## config.mk

```make
export PLATFORM = sky130hd
export DESIGN_NAME = dmareg_bank
export DESIGN_NICKNAME = d
export VERILOG_FILES = /design/src/rtl/dmareg_pkg.sv /design/src/rtl/dmareg_merge.sv /design/src/rtl/dmareg_channel.sv /design/src/rtl/dmareg_rdmux.sv /design/src/rtl/dmareg_bank.sv
export SDC_FILE = /design/constraint.sdc
export NUM_CORES = 1
export LEC_CHECK = 0
export CORE_MARGIN = 10
export CORE_UTILIZATION = 58
export CTS_CLUSTER_DIAMETER = 30
export DETAILED_ROUTE_END_ITERATION = 8
export DONT_BUFFER_PORTS = 1
export GPL_TIMING_DRIVEN = 0
export HOLD_SLACK_MARGIN = 0.08
export MAX_ROUTING_LAYER = met4
export PLACE_DENSITY = 0.78
export SYNTH_ARGS = -nofsm -noshare
export SYNTH_HDL_FRONTEND = slang
export SYNTH_SLANG_ARGS = --single-unit
```

## constraint.sdc

```tcl
create_clock -name clk -period 1.5 [get_ports clk]
set_input_delay 0.075 -clock clk [delete_from_list [all_inputs] [get_ports clk]]
set_output_delay 0.075 -clock clk [all_outputs]
set_load 0.005 [all_outputs]
```

## src/rtl/dmareg_pkg.sv

```systemverilog
package dmareg_pkg;
  localparam int B_RUN    = 15;
  localparam int B_PAUSE  = 14;
  localparam int B_FLUSH  = 13;
  localparam int B_WAKE   = 12;
  localparam int B_DEAD   = 11;
  localparam int B_ACTIVE = 10;
  localparam int B_BT     = 8;

  localparam int STAT_W = 16;
  localparam int WORD_W = 32;
  localparam int OFF_W  = 3;
  localparam int NSEL   = 3;

  localparam logic [STAT_W-1:0] WRITABLE = 16'hF00F;
  localparam logic [WORD_W-1:0] SEL_KEEP = 32'h000F_000F;

  localparam logic [OFF_W-1:0] OFF_CTRL = 3'd0;
  localparam logic [OFF_W-1:0] OFF_STAT = 3'd1;
  localparam logic [OFF_W-1:0] OFF_PTR  = 3'd2;
  localparam logic [OFF_W-1:0] OFF_SEL0 = 3'd3;
endpackage

```

## src/rtl/dmareg_merge.sv

```systemverilog
module dmareg_merge
  import dmareg_pkg::*;
(
  input  logic [STAT_W-1:0] old_stat,
  input  logic [WORD_W-1:0] wdata,
  output logic [STAT_W-1:0] new_stat,
  output logic              flush_hit
);
  logic [STAT_W-1:0] val;
  logic [STAT_W-1:0] msk;
  logic [STAT_W-1:0] s;

  always_comb begin
    val = wdata[STAT_W-1:0] & WRITABLE;
    msk = wdata[WORD_W-1:STAT_W];
    s   = (val & msk) | (old_stat & ~msk);
    if (s[B_WAKE]) s[B_ACTIVE] = 1'b1;
    if (s[B_RUN]) begin
      s[B_ACTIVE] = 1'b1;
      s[B_DEAD]   = 1'b0;
    end
    if (s[B_PAUSE]) s[B_ACTIVE] = 1'b0;
    flush_hit = 1'b0;
    if (old_stat[B_RUN] && !s[B_RUN]) begin
      s[B_ACTIVE] = 1'b0;
      s[B_DEAD]   = 1'b0;
      if (s[B_FLUSH]) begin
        flush_hit  = 1'b1;
        s[B_FLUSH] = 1'b0;
      end
    end
    new_stat = s;
  end
endmodule

```

## src/rtl/dmareg_channel.sv

```systemverilog
module dmareg_channel
  import dmareg_pkg::*;
(
  input  logic                   clk,
  input  logic                   rst_n,
  input  logic                   wr_en,
  input  logic [OFF_W-1:0]       wr_off,
  input  logic [WORD_W-1:0]      wdata,
  output logic [STAT_W-1:0]      status_o,
  output logic [WORD_W-1:0]      cmdptr_o,
  output logic [NSEL*WORD_W-1:0] sel_o,
  output logic                   start_o,
  output logic                   fetch_o,
  output logic                   flush_o
);
  logic [STAT_W-1:0] stat_q, stat_d, merged;
  logic [WORD_W-1:0] ptr_q, ptr_d;
  logic              flush_hit;
  logic              wr_ctrl, wr_stat, wr_ptr, stat_en, ptr_en;
  logic              start_q, start_d, fetch_q, fetch_d, flush_q, flush_d;

  dmareg_merge u_merge (
    .old_stat (stat_q),
    .wdata    (wdata),
    .new_stat (merged),
    .flush_hit(flush_hit)
  );

  always_comb begin
    wr_ctrl = wr_en && (wr_off == OFF_CTRL);
    wr_stat = wr_en && (wr_off == OFF_STAT);
    wr_ptr  = wr_en && (wr_off == OFF_PTR);
    stat_en = wr_ctrl || wr_stat;
    stat_d  = wr_ctrl ? merged : wdata[STAT_W-1:0];
    ptr_en  = wr_ptr && !stat_q[B_ACTIVE];
    ptr_d   = {wdata[WORD_W-1:4], 4'b0000};
    start_d = wr_ctrl && merged[B_ACTIVE] && !stat_q[B_ACTIVE];
    flush_d = wr_ctrl && flush_hit;
    fetch_d = ptr_en;
  end

  always_ff @(posedge clk or negedge rst_n) begin
    if (!rst_n) begin
      stat_q  <= '0;
      ptr_q   <= '0;
      start_q <= 1'b0;
      fetch_q <= 1'b0;
      flush_q <= 1'b0;
    end else begin
      if (stat_en) stat_q <= stat_d;
      if (ptr_en)  ptr_q  <= ptr_d;
      start_q <= start_d;
      fetch_q <= fetch_d;
      flush_q <= flush_d;
    end
  end

  for (genvar k = 0; k < NSEL; k++) begin : g_sel
    logic [WORD_W-1:0] sel_q, sel_d;
    logic              sel_en;
    always_comb begin
      sel_en = wr_en && (wr_off == OFF_SEL0 + OFF_W'(k));
      sel_d  = wdata & SEL_KEEP;
    end
    always_ff @(posedge clk or negedge rst_n) begin
      if (!rst_n)      sel_q <= '0;
      else if (sel_en) sel_q <= sel_d;
    end
    assign sel_o[k*WORD_W +: WORD_W] = sel_q;
  end

  assign status_o = stat_q;
  assign cmdptr_o = ptr_q;
  assign start_o  = start_q;
  assign fetch_o  = fetch_q;
  assign flush_o  = flush_q;

  AST_PAUSE_WINS: assert property (@(posedge clk) disable iff (!rst_n)
    wr_ctrl |=> !(stat_q[B_PAUSE] && stat_q[B_ACTIVE]));
  AST_FLUSH_DONE: assert property (@(posedge clk) disable iff (!rst_n)
    flush_o |-> (!stat_q[B_FLUSH] && !stat_q[B_RUN] && !stat_q[B_ACTIVE]));
  AST_START_EDGE: assert property (@(posedge clk) disable iff (!rst_n)
    start_o |-> (stat_q[B_ACTIVE] && !$past(stat_q[B_ACTIVE])));
  AST_PTR_LOCKED: assert property (@(posedge clk) disable iff (!rst_n)
    (wr_ptr && stat_q[B_ACTIVE]) |=> ($stable(ptr_q) && !fetch_o));
  AST_PTR_ALIGN: assert property (@(posedge clk) disable iff (!rst_n)
    fetch_o |-> (ptr_q[3:0] == 4'd0));
  AST_STRB_ONEHOT: assert property (@(posedge clk) disable iff (!rst_n)
    $onehot0({start_o, fetch_o}));
endmodule

```

## src/rtl/dmareg_rdmux.sv

```systemverilog
module dmareg_rdmux
  import dmareg_pkg::*;
#(
  parameter int NCH  = 2,
  parameter int CH_W = 1
) (
  input  logic [CH_W+OFF_W-1:0]       addr,
  input  logic [NCH*STAT_W-1:0]       stat_all,
  input  logic [NCH*WORD_W-1:0]       ptr_all,
  input  logic [NCH*NSEL*WORD_W-1:0]  sel_all,
  output logic [WORD_W-1:0]           rdata
);
  logic [CH_W-1:0]  ch;
  logic [OFF_W-1:0] off;

  always_comb begin
    ch    = addr[CH_W+OFF_W-1:OFF_W];
    off   = addr[OFF_W-1:0];
    rdata = '0;
    for (int i = 0; i < NCH; i++) begin
      if (ch == CH_W'(i)) begin
        case (off)
          OFF_STAT: rdata = {{(WORD_W-STAT_W){1'b0}}, stat_all[i*STAT_W +: STAT_W]};
          OFF_PTR:  rdata = ptr_all[i*WORD_W +: WORD_W];
          3'd3:     rdata = sel_all[(i*NSEL+0)*WORD_W +: WORD_W];
          3'd4:     rdata = sel_all[(i*NSEL+1)*WORD_W +: WORD_W];
          3'd5:     rdata = sel_all[(i*NSEL+2)*WORD_W +: WORD_W];
          default:  rdata = '0;
        endcase
      end
    end
  end
endmodule

```

## src/rtl/dmareg_bank.sv

```systemverilog
module dmareg_bank
  import dmareg_pkg::*;
#(
  parameter int NCH  = 2,
  parameter int CH_W = (NCH > 1) ? $clog2(NCH) : 1
) (
  input  logic                    clk,
  input  logic                    rst_n,
  input  logic                    bus_wr,
  input  logic [CH_W+OFF_W-1:0]   bus_addr,
  input  logic [WORD_W-1:0]       bus_wdata,
  output logic [WORD_W-1:0]       bus_rdata,
  output logic [NCH*STAT_W-1:0]   ch_status,
  output logic [NCH*WORD_W-1:0]   ch_cmdptr,
  output logic [NCH-1:0]          ch_start,
  output logic [NCH-1:0]          ch_fetch,
  output logic [NCH-1:0]          ch_flush
);
  localparam int ADDR_W = CH_W + OFF_W;

  logic [NCH*NSEL*WORD_W-1:0] sel_all;
  logic [CH_W-1:0]            wr_ch;
  logic [OFF_W-1:0]           wr_off;

  assign wr_ch  = bus_addr[ADDR_W-1:OFF_W];
  assign wr_off = bus_addr[OFF_W-1:0];

  for (genvar c = 0; c < NCH; c++) begin : g_ch
    logic ch_wr;
    assign ch_wr = bus_wr && (wr_ch == CH_W'(c));
    dmareg_channel u_ch (
      .clk     (clk),
      .rst_n   (rst_n),
      .wr_en   (ch_wr),
      .wr_off  (wr_off),
      .wdata   (bus_wdata),
      .status_o(ch_status[c*STAT_W +: STAT_W]),
      .cmdptr_o(ch_cmdptr[c*WORD_W +: WORD_W]),
      .sel_o   (sel_all[c*NSEL*WORD_W +: NSEL*WORD_W]),
      .start_o (ch_start[c]),
      .fetch_o (ch_fetch[c]),
      .flush_o (ch_flush[c])
    );
  end

  dmareg_rdmux #(.NCH(NCH), .CH_W(CH_W)) u_rd (
    .addr    (bus_addr),
    .stat_all(ch_status),
    .ptr_all (ch_cmdptr),
    .sel_all (sel_all),
    .rdata   (bus_rdata)
  );

  AST_RESET_QUIET: assert property (@(posedge clk) disable iff (!rst_n)
    $past(!rst_n) |-> (ch_start == '0 && ch_fetch == '0 && ch_flush == '0));
  AST_ONE_CH_WRITTEN: assert property (@(posedge clk) disable iff (!rst_n)
    $countones(ch_start | ch_fetch | ch_flush) <= 1);
endmodule

```

; ---- Word level (Yosys, flattened, before mapping)
; Cells that the tools add are included.
; W data, S select, Z words.
[op_classes]
n_eq_ne = 5
mux = 19
n_bitwise = 7
reduce_logical = 31
[op_table]
columns = op, count
row1 = $pmux W32 S5, 2
row2 = $and A16 B16 Y16, 3
row3 = $mux W16, 2
row4 = $mux W32, 1
row5 = $or A16 B16 Y16, 2
row6 = $logic_and A1 B1 Y1, 24
row7 = $not A16 Y16, 1
row8 = $mux W1, 10
row9 = $mux W2, 4
row10 = $eq A3 B2 Y1 const B, 2
row11 = $eq A3 B3 Y1 const B, 2
row12 = $logic_not A1 Y1, 4
row13 = $eq A3 B1 Y1 const B, 1
row14 = $logic_not A3 Y1, 1
row15 = $logic_or A1 B1 Y1, 2
row16 = $not A1 Y1, 1
[word_totals]
regBits = 142
output_inout_bits = 134
elab_cells = 78

; ---- Longest topological paths before layout
; Gate-level depths: netlist (run 1).
[depth]
ltp_word = 9
depth_mapped = 8
depth_no_buf = 4

; ---- Hierarchy
; From an unflattened synthesis (run 1), not the netlist that was laid out.
[unflattened]
hier_cells = 913
hier_area_um2 = 10035.9
[modules_own_cells]
columns = mod, n_inst, cells_per_inst, area_per_inst_um2, seq_area_each_um2
row1 = dmareg_channel, 2, 270, 3462.1, 1776.7
row2 = dmareg_rdmux, 1, 325, 2710.1, 0.0
row3 = dmareg_merge, 2, 23, 192.7, 0.0
row4 = dmareg_bank, 1, 2, 16.3, 0.0

; ---- Least setup slack after synthesis (run 1)
; Ideal clock, no wire load.
[synth_timing]
kind = in2reg
start = input port bus_addr[0]
end = register g_ch[0].u_ch.ptr_q[23]
arrival_time_ns = 1.496
setup_slack_ns = -0.121
cell_stages = 7
path_buffers = 4
cell_sequence = buf_2 > or2_1 > clkbuf_1 > or3_1 > buf_6 > buf_6 > mux2_4
[synth_via]
elab_chain_len = 3
[synth_lines]
columns = element, line_no
row1 = "start, declared", dmareg_bank.sv:10  ; input logic [CH_W+OFF_W-1:0] bus_addr,
row2 = $eq A3 B2 Y1, dmareg_channel.sv:32  ; wr_ptr = wr_en && (wr_off == OFF_PTR);
row3 = $logic_and A1 B1 Y1, dmareg_channel.sv:32
row4 = $logic_and A1 B1 Y1, dmareg_channel.sv:35  ; ptr_en = wr_ptr && !stat_q[B_ACTIVE];
row5 = "end signal, assigned", dmareg_channel.sv:51  ; if (ptr_en) ptr_q <= ptr_d;
row6 = "end, declared", dmareg_channel.sv:17  ; logic [WORD_W-1:0] ptr_q, ptr_d;
; Every way passes these cells.
; A chain may end at the register's enable or synchronous reset.

; ---- Final worst setup path (run 1)
[layout_timing]
start = register g_ch[0].u_ch.ptr_q[16]
end = output port bus_rdata[16]
[layout_via]
elab_chain_len = 2
[layout_lines]
columns = element, line_no
row1 = $pmux W32 S5, dmareg_rdmux.sv:22  ; case (off)
row2 = $mux W32, dmareg_rdmux.sv:21  ; if (ch == CH_W'(i)) begin
row3 = "end, declared", dmareg_bank.sv:12  ; output logic [WORD_W-1:0] bus_rdata,
; Every way passes these cells.

==> results of run 1 <==
cell families (layout without fill, tap and decap cells):
group	Yosys count	after routing	share of synthesized area
AO/OA/AOI/OAI	150	150	0.134
multiplexers	154	154	0.241
buffers and inverters	66	133	0.0458
AND/OR/NAND/NOR	118	118	0.0863
flip-flops	142	142	0.493
other	1	9	0.000521
through the flow:
step	util	instance area (um2)
floorplan	-	7260
finish	0.709	8590
CTS	0.704	8530
global route	0.709	8590
global placement	0.617	7470
detailed placement	0.617	7470
cell usage in the layout (no fill, tap or decap), types with 4 or more instances in the layout:
cell type      Yosys  layout
a221o_1            4       4
buf_4             15      24
nor2b_1           30      27
nor2_1            36      31
nor2_2             0       5
a22o_1            14      14
clkbuf_1          30      15
nand2b_1           8       8
dfrtp_2            0       6
dlygate4sd3_1      0      29
mux2_2           117     117
clkbuf_16          0      17
a21o_1            13      13
inv_1              4       4
clkbuf_2           0      12
a21oi_1           24      22
mux2_4             9       9
a22oi_1            4       4
clkinv_2           0       5
o21ai_0           62      54
buf_6              2       4
nand2_1           14      14
conb_1             1       8
o21ai_1            0       6
or3_1              7       4
a221oi_1          13      12
mux2i_1           28      28
clkbuf_8           0       6
buf_2              9       8
dfrtp_1          142     136
routing by layer:
layer / GRT usage / wire length, um
met1: 0.318 / 8880
met2: 0.407 / 10900
met3: 0.104 / 2800
met4: 0.110 / 667
met5: - / 0
timing repair:
item / CTS / global route
pin swaps: 17 / 5
endpoints found under the setup margin: 96 / 93
setup buffers: 5 / 2
resized for setup: 61 / 19
hold endpoints to repair: 248 / 142
gates cloned: 1 / 0
worst min-delay path by stage:
stage                      from                                    end  slack (ns)  depth (start not counted)
after global placement    rst_n  g_ch[1].u_ch.cmdptr_o[28]$_DFFE_PN0P_       -0.22                          0
after CTS                 rst_n  g_ch[1].u_ch.cmdptr_o[30]$_DFFE_PN0P_       -0.67                          0
after floorplan           rst_n                              async pin       -0.22                          0
after detailed placement  rst_n  g_ch[1].u_ch.cmdptr_o[30]$_DFFE_PN0P_       -0.22                          0
after global routing      rst_n  g_ch[1].u_ch.cmdptr_o[30]$_DFFE_PN0P_       -0.67                          0
final                     rst_n  g_ch[1].u_ch.cmdptr_o[30]$_DFFE_PN0P_       -0.66                          0
worst max-delay path, delay by kind of cell (launching register included):
family / cells / cell delay (ns)
AO/OA/AOI/OAI: 1 / 0.25
AND/OR/NAND/NOR: 3 / 0.64
flip-flops: 1 / 0.44
flip-flops by register name (all words and copies together), names as in the netlist, named ones only:
name                   count
g_ch.u_ch.flush_o          2
g_ch.u_ch.fetch_o          2
g_ch.u_ch.g_sel.sel_q     48
g_ch.u_ch.start_o          2
g_ch.u_ch.status_o        24
g_ch.u_ch.cmdptr_o        56
layout make-up:
cell class              instances  area, um2
diodes                          1       2.50
plain buffers                  61        395
clock buffers                  25        515
clock inverters                 6       32.5
fillers                       870       3520
inverters                       4       15.0
multi-input cells             430       3470
flip-flops and latches        142       3560
well taps                     168        210
repair buffers                 37        385
where the power goes:
| group | total, uW | internal, uW | switching, uW |
|---|---|---|---|
| sequential | 5640 | 4720 | 918 |
| clock | 3890 | 2350 | 1540 |
| combinational | 2030 | 1170 | 863 |
| total | 11600 | 8240 | 3320 |
==> results.cfg, run 1 <==
[outcome]
outcome = finished, violations left
violations = hold timing, setup timing

[synth]
synth.most_common_cell = dfrtp_1
synth_warnings = 0
syn_area_per_cell_um2 = 11.4
postSynthCellCount = 631
synth_seq_cells = 142
synthArstFlopShare = 1.00
yosysUniqueCellTypes = 47
synth_ff_type = dfrtp_1
synthesis.area_um2 = 7200
synth_top_area_frac = 0.493
synth_edf_count = 0
synthTopCellsByArea = dfrtp_1 (49%), mux2_2 (18%), o21ai_0 (4.3%)
synth-seq-area-share = 0.493
synth.largest_area_cell = dfrtp_1
synthTopCellsByCount = dfrtp_1 (142), mux2_2 (117), o21ai_0 (62)

[setup_path]
reg2reg_depth = 4
regToRegSetupSlack_ns = -0.07
arrival_ns = 1.76
critPathMaxFanout = 3
critPathRequiredTime_ns = 1.42
regToRegStartpoint = g_ch[0].u_ch.status_o[10]$_DFFE_PN0P_
start_kind = register
crit_end = bus_rdata[16]
path_cells = nor2b_4 > a311oi_2 > nor3_1 > or3_4
r2r-end = g_ch[0].u_ch.cmdptr_o[24]$_DFFE_PN0P_
path_class = reg -> out
crit_path_end_kind = output port
cp-startpoint = g_ch[0].u_ch.cmdptr_o[16]$_DFFE_PN0P_
cp_slowest_cell = dfrtp_2
slowest_delay_ns = 0.44

[route]
post_drt_wl_per_cell_um = 26.6
drc_errors = 0
wl_um = 23300
antenna_left = 0
drtIter0Drc = 634
drt_first_pass_iters = 6
vias = 5755
avgViaCountPerCell = 6.58

[die]
num_rows = 40
io-pin-count = 173
dieWidth_um = 131
core_area_um2 = 12100
die-area_um2 = 17300
die_h_um = 131
start_util = 0.595

[global_routing]
grt_first_pass_wirelength_um = 35400
grt_pass1_vias = 5838
track_usage = 0.270
antenna_found_initial = 1
grt_remaining_overflow = 0
grt_start_max_net_pins = 143

[sta]
tightest_slew_ns = 0.767
rsz0062_at_grt = true
hold_ws_ns = -0.657
setup_ws_ns = -0.337
finalHoldViolations = 142
fin_crit_sh = 1.22
drv_slew = 0
fmax_ghz = 0.544
finClkSkew_ns = 0.00470
slew_headroom = 0.487
min_period_ns = 1.84
setup_tns_ns = -3.52
finalSetupViolCount = 38

[placement]
pre_cts_ws_ns = -0.699
port_buffers = 0
hpwl_um = 16100
placed_cells = 806
gp_congestion = 0.951

[clock_tree]
clkSinkCount = 142
cts_max_path_buffers = 2
root_buffer = clkbuf_16
clk_transition_reported_paths_ns = 0.05
hold_buffers = 29
clk_latency_ns = 0.43
cts_buffers = 17
htreeDepth = 4
cts_tree = yes

[hold_path]
hold_class = in -> async

[power]
finalPower_uw = 11600
ir_worst_vdd_v = 0.000867
power_density_nw_per_um2 = 1350
p_leak_uw = 0.00379

[flow_run]
maxCapViolCount = 0

[layout]
nets = 732
stdcell_count = 874
area_delta_synth_final_pct = 19.2
drive_above_1_share = 0.342
(Power assumes the default switching activity.)
==> run 2, diff against run 1 <==
CORE_UTILIZATION = 59   (was 58)
PLACE_DENSITY = 0.8   (was 0.78)
SYNTH_HIERARCHICAL = 1   (was unset)
==> run 2 against run 1 <==
The flow still finishes with violations (hold timing, setup timing). Die area up 31%. Area after synthesis up 39%. Fmax up 3.9%. Via count up 41%. Setup slack better by 0.068 ns. Largest power group unchanged. Final area up 44%. Total power up 13%. Worst hold slack worse by 0.0073 ns. Non-clock buffer count up 171.
==> results.cfg, run 2 <==
[setup_path]
critPathRequiredTime_ns = 1.42
crit_path_end_kind = output port
path_class = reg -> out
slowest_delay_ns = 0.51
critPathMaxFanout = 9
arrival_ns = 1.69
path_buf_inv = 0
path_cells = mux2_4 > a22oi_2 > o22ai_1 > o21a_1
cp_slowest_cell = dfrtp_2
crit_family = flip-flops
start_kind = register

[clock_tree]
hold_buffers = 45
clk_latency_ns = 0.44
cts_tree = yes
cts_max_path_buffers = 2
cts_buffers = 17
clkSinkCount = 142
clk_transition_reported_paths_ns = 0.07
root_buffer = clkbuf_16
htreeDepth = 4

[sta]
rsz0062_at_grt = true
slew_headroom = 0.438
finClkSkew_ns = 0.00645
tightest_slew_ns = 0.842
fin_crit_sh = 1.18
setup_tns_ns = -2.98
finalHoldViolations = 142
min_period_ns = 1.77
drv_slew = 0
hold_ws_ns = -0.664
finalSetupViolCount = 20
fmax_ghz = 0.565
setup_ws_ns = -0.268

[route]
drc_errors = 0
antenna_left = 0
drt_first_pass_iters = 7
avgViaCountPerCell = 5.93
drtIter0Drc = 815
post_drt_wl_per_cell_um = 24.1
vias = 8130
wl_um = 33000

[synth]
synth_top_area_frac = 0.354
synth_ff_type = dfrtp_1
synth-seq-area-share = 0.354
syn_area_per_cell_um2 = 11.0
synth_seq_cells = 142
postSynthCellCount = 913
synthTopCellsByArea = dfrtp_1 (35%), buf_4 (12%), mux2_2 (12%)
synthTopCellsByCount = buf_4 (164), dfrtp_1 (142), mux2_2 (103)
synth_warnings = 6
synth.most_common_cell = buf_4
synth_edf_count = 0
yosysUniqueCellTypes = 55
synth.largest_area_cell = dfrtp_1
synthesis.area_um2 = 10000
synthArstFlopShare = 1.00

[global_routing]
antenna_found_initial = 0
grt_start_max_net_pins = 143
grt_pass1_vias = 8128
grt_first_pass_wirelength_um = 48500
track_usage = 0.292
grt_remaining_overflow = 0

[power]
ir_worst_vdd_v = 0.000891
p_leak_uw = 0.00604
power_density_nw_per_um2 = 1060

[placement]
port_buffers = 0
gp_congestion = 0.916
hpwl_um = 22500
place_area_um2 = 10900

[outcome]
outcome = finished, violations left
violations = hold timing, setup timing

[die]
die-area_um2 = 22600
die_h_um = 150
num_rows = 47
dieWidth_um = 150
start_util = 0.603
io-pin-count = 173
core_area_um2 = 16600

[layout]
mostFrequentLayoutCell = buf_4
nets = 1177
largest_reg_flops = 56
final_area_um2 = 12300
fillers = 1106
final_cell_mix = buf_4 (171), conb_1 (152), dfrtp_1 (123)
drive_above_1_share = 0.408
area_delta_synth_final_pct = 23.0

[flow_run]
maxCapViolCount = 0

[hold_path]
hold_class = in -> async
## run 2: cell families after synthesis
family          synth area share
simple gates              0.0667
compound gates             0.151
buf+inv                    0.163
other cells             0.000748
flops                      0.354
mux                        0.264
## run 2: stage by stage
stage	worst slack, ns	total power, uW	util	instances
floorplan	0.142	7530	-	1063
detailed placement	-0.169	8310	0.653	1283
CTS	-0.262	12900	0.730	1366
global route	-0.317	13600	0.741	1371
global placement	-0.147	8190	0.653	1283
finish	-0.268	13100	0.741	1372
## run 2: routing by layer
metal | up-vias | wire length [um] | GRT usage
met1 | 3988 | 12500 | 0.343
met3 | 122 | 3370 | 0.0783
met4 | 0 | 1510 | 0.138
met5 | - | 0 | -
li1 | 3534 | - | -
met2 | 486 | 15600 | 0.457
## run 2: cell type report
type | count | area, um2 | share of cell area
flip-flops and latches | 142 | 3580 | 0.290
inverters | 10 | 37.5 | 0.00304
diodes | 1 | 2.50 | 0.000203
well taps | 220 | 275 | 0.0223
clock buffers | 17 | 425 | 0.0345
plain buffers | 213 | 1630 | 0.132
multi-input cells | 698 | 5630 | 0.456
clock inverters | 15 | 191 | 0.0155
repair buffers | 56 | 572 | 0.0463
## run 2: path summary, 6_finish.rpt
kind	startpoint	to	slack [ns]	cells past startpoint
worst max-delay path	g_ch[0].u_ch/status_o[15]$_DFFE_PN0P_	bus_rdata[15]	-0.27	4
worst min-delay path	rst_n	g_ch[1].u_ch/cmdptr_o[24]$_DFFE_PN0P_	-0.66	0
min in group clk	bus_addr[1]	g_ch[0].u_ch/g_sel[2].sel_q[16]$_DFFE_PN0P_	0.10	2
max in group asynchronous	rst_n	g_ch[0].u_ch/status_o[7]$_DFFE_PN0P_	1.84	0
worst min register to register	g_ch[1].u_ch/g_sel[1].sel_q[1]$_DFFE_PN0P_	g_ch[1].u_ch/g_sel[1].sel_q[1]$_DFFE_PN0P_	0.49	1
worst max register to register	g_ch[1].u_ch/status_o[10]$_DFFE_PN0P_	g_ch[1].u_ch/cmdptr_o[30]$_DFFE_PN0P_	-0.01	5
## run 2: timing repair
item                                   4_1_cts  5_1_grt
pin swaps                                    9       24
buffers inserted                             6        5
gates resized for setup                     45       33
setup endpoints to repair                   58       84
gates cloned                                 0        1
endpoints found under the hold margin      282      142
## run 2: report_power, final
group | leakage [uW] | internal (uW) | total (uW) | switching, uW
logic | 0.00399 | 1770 | 3190 | 1420
registers | 0.00174 | 4670 | 5580 | 919
clock network | 0.000298 | 2260 | 4290 | 2020
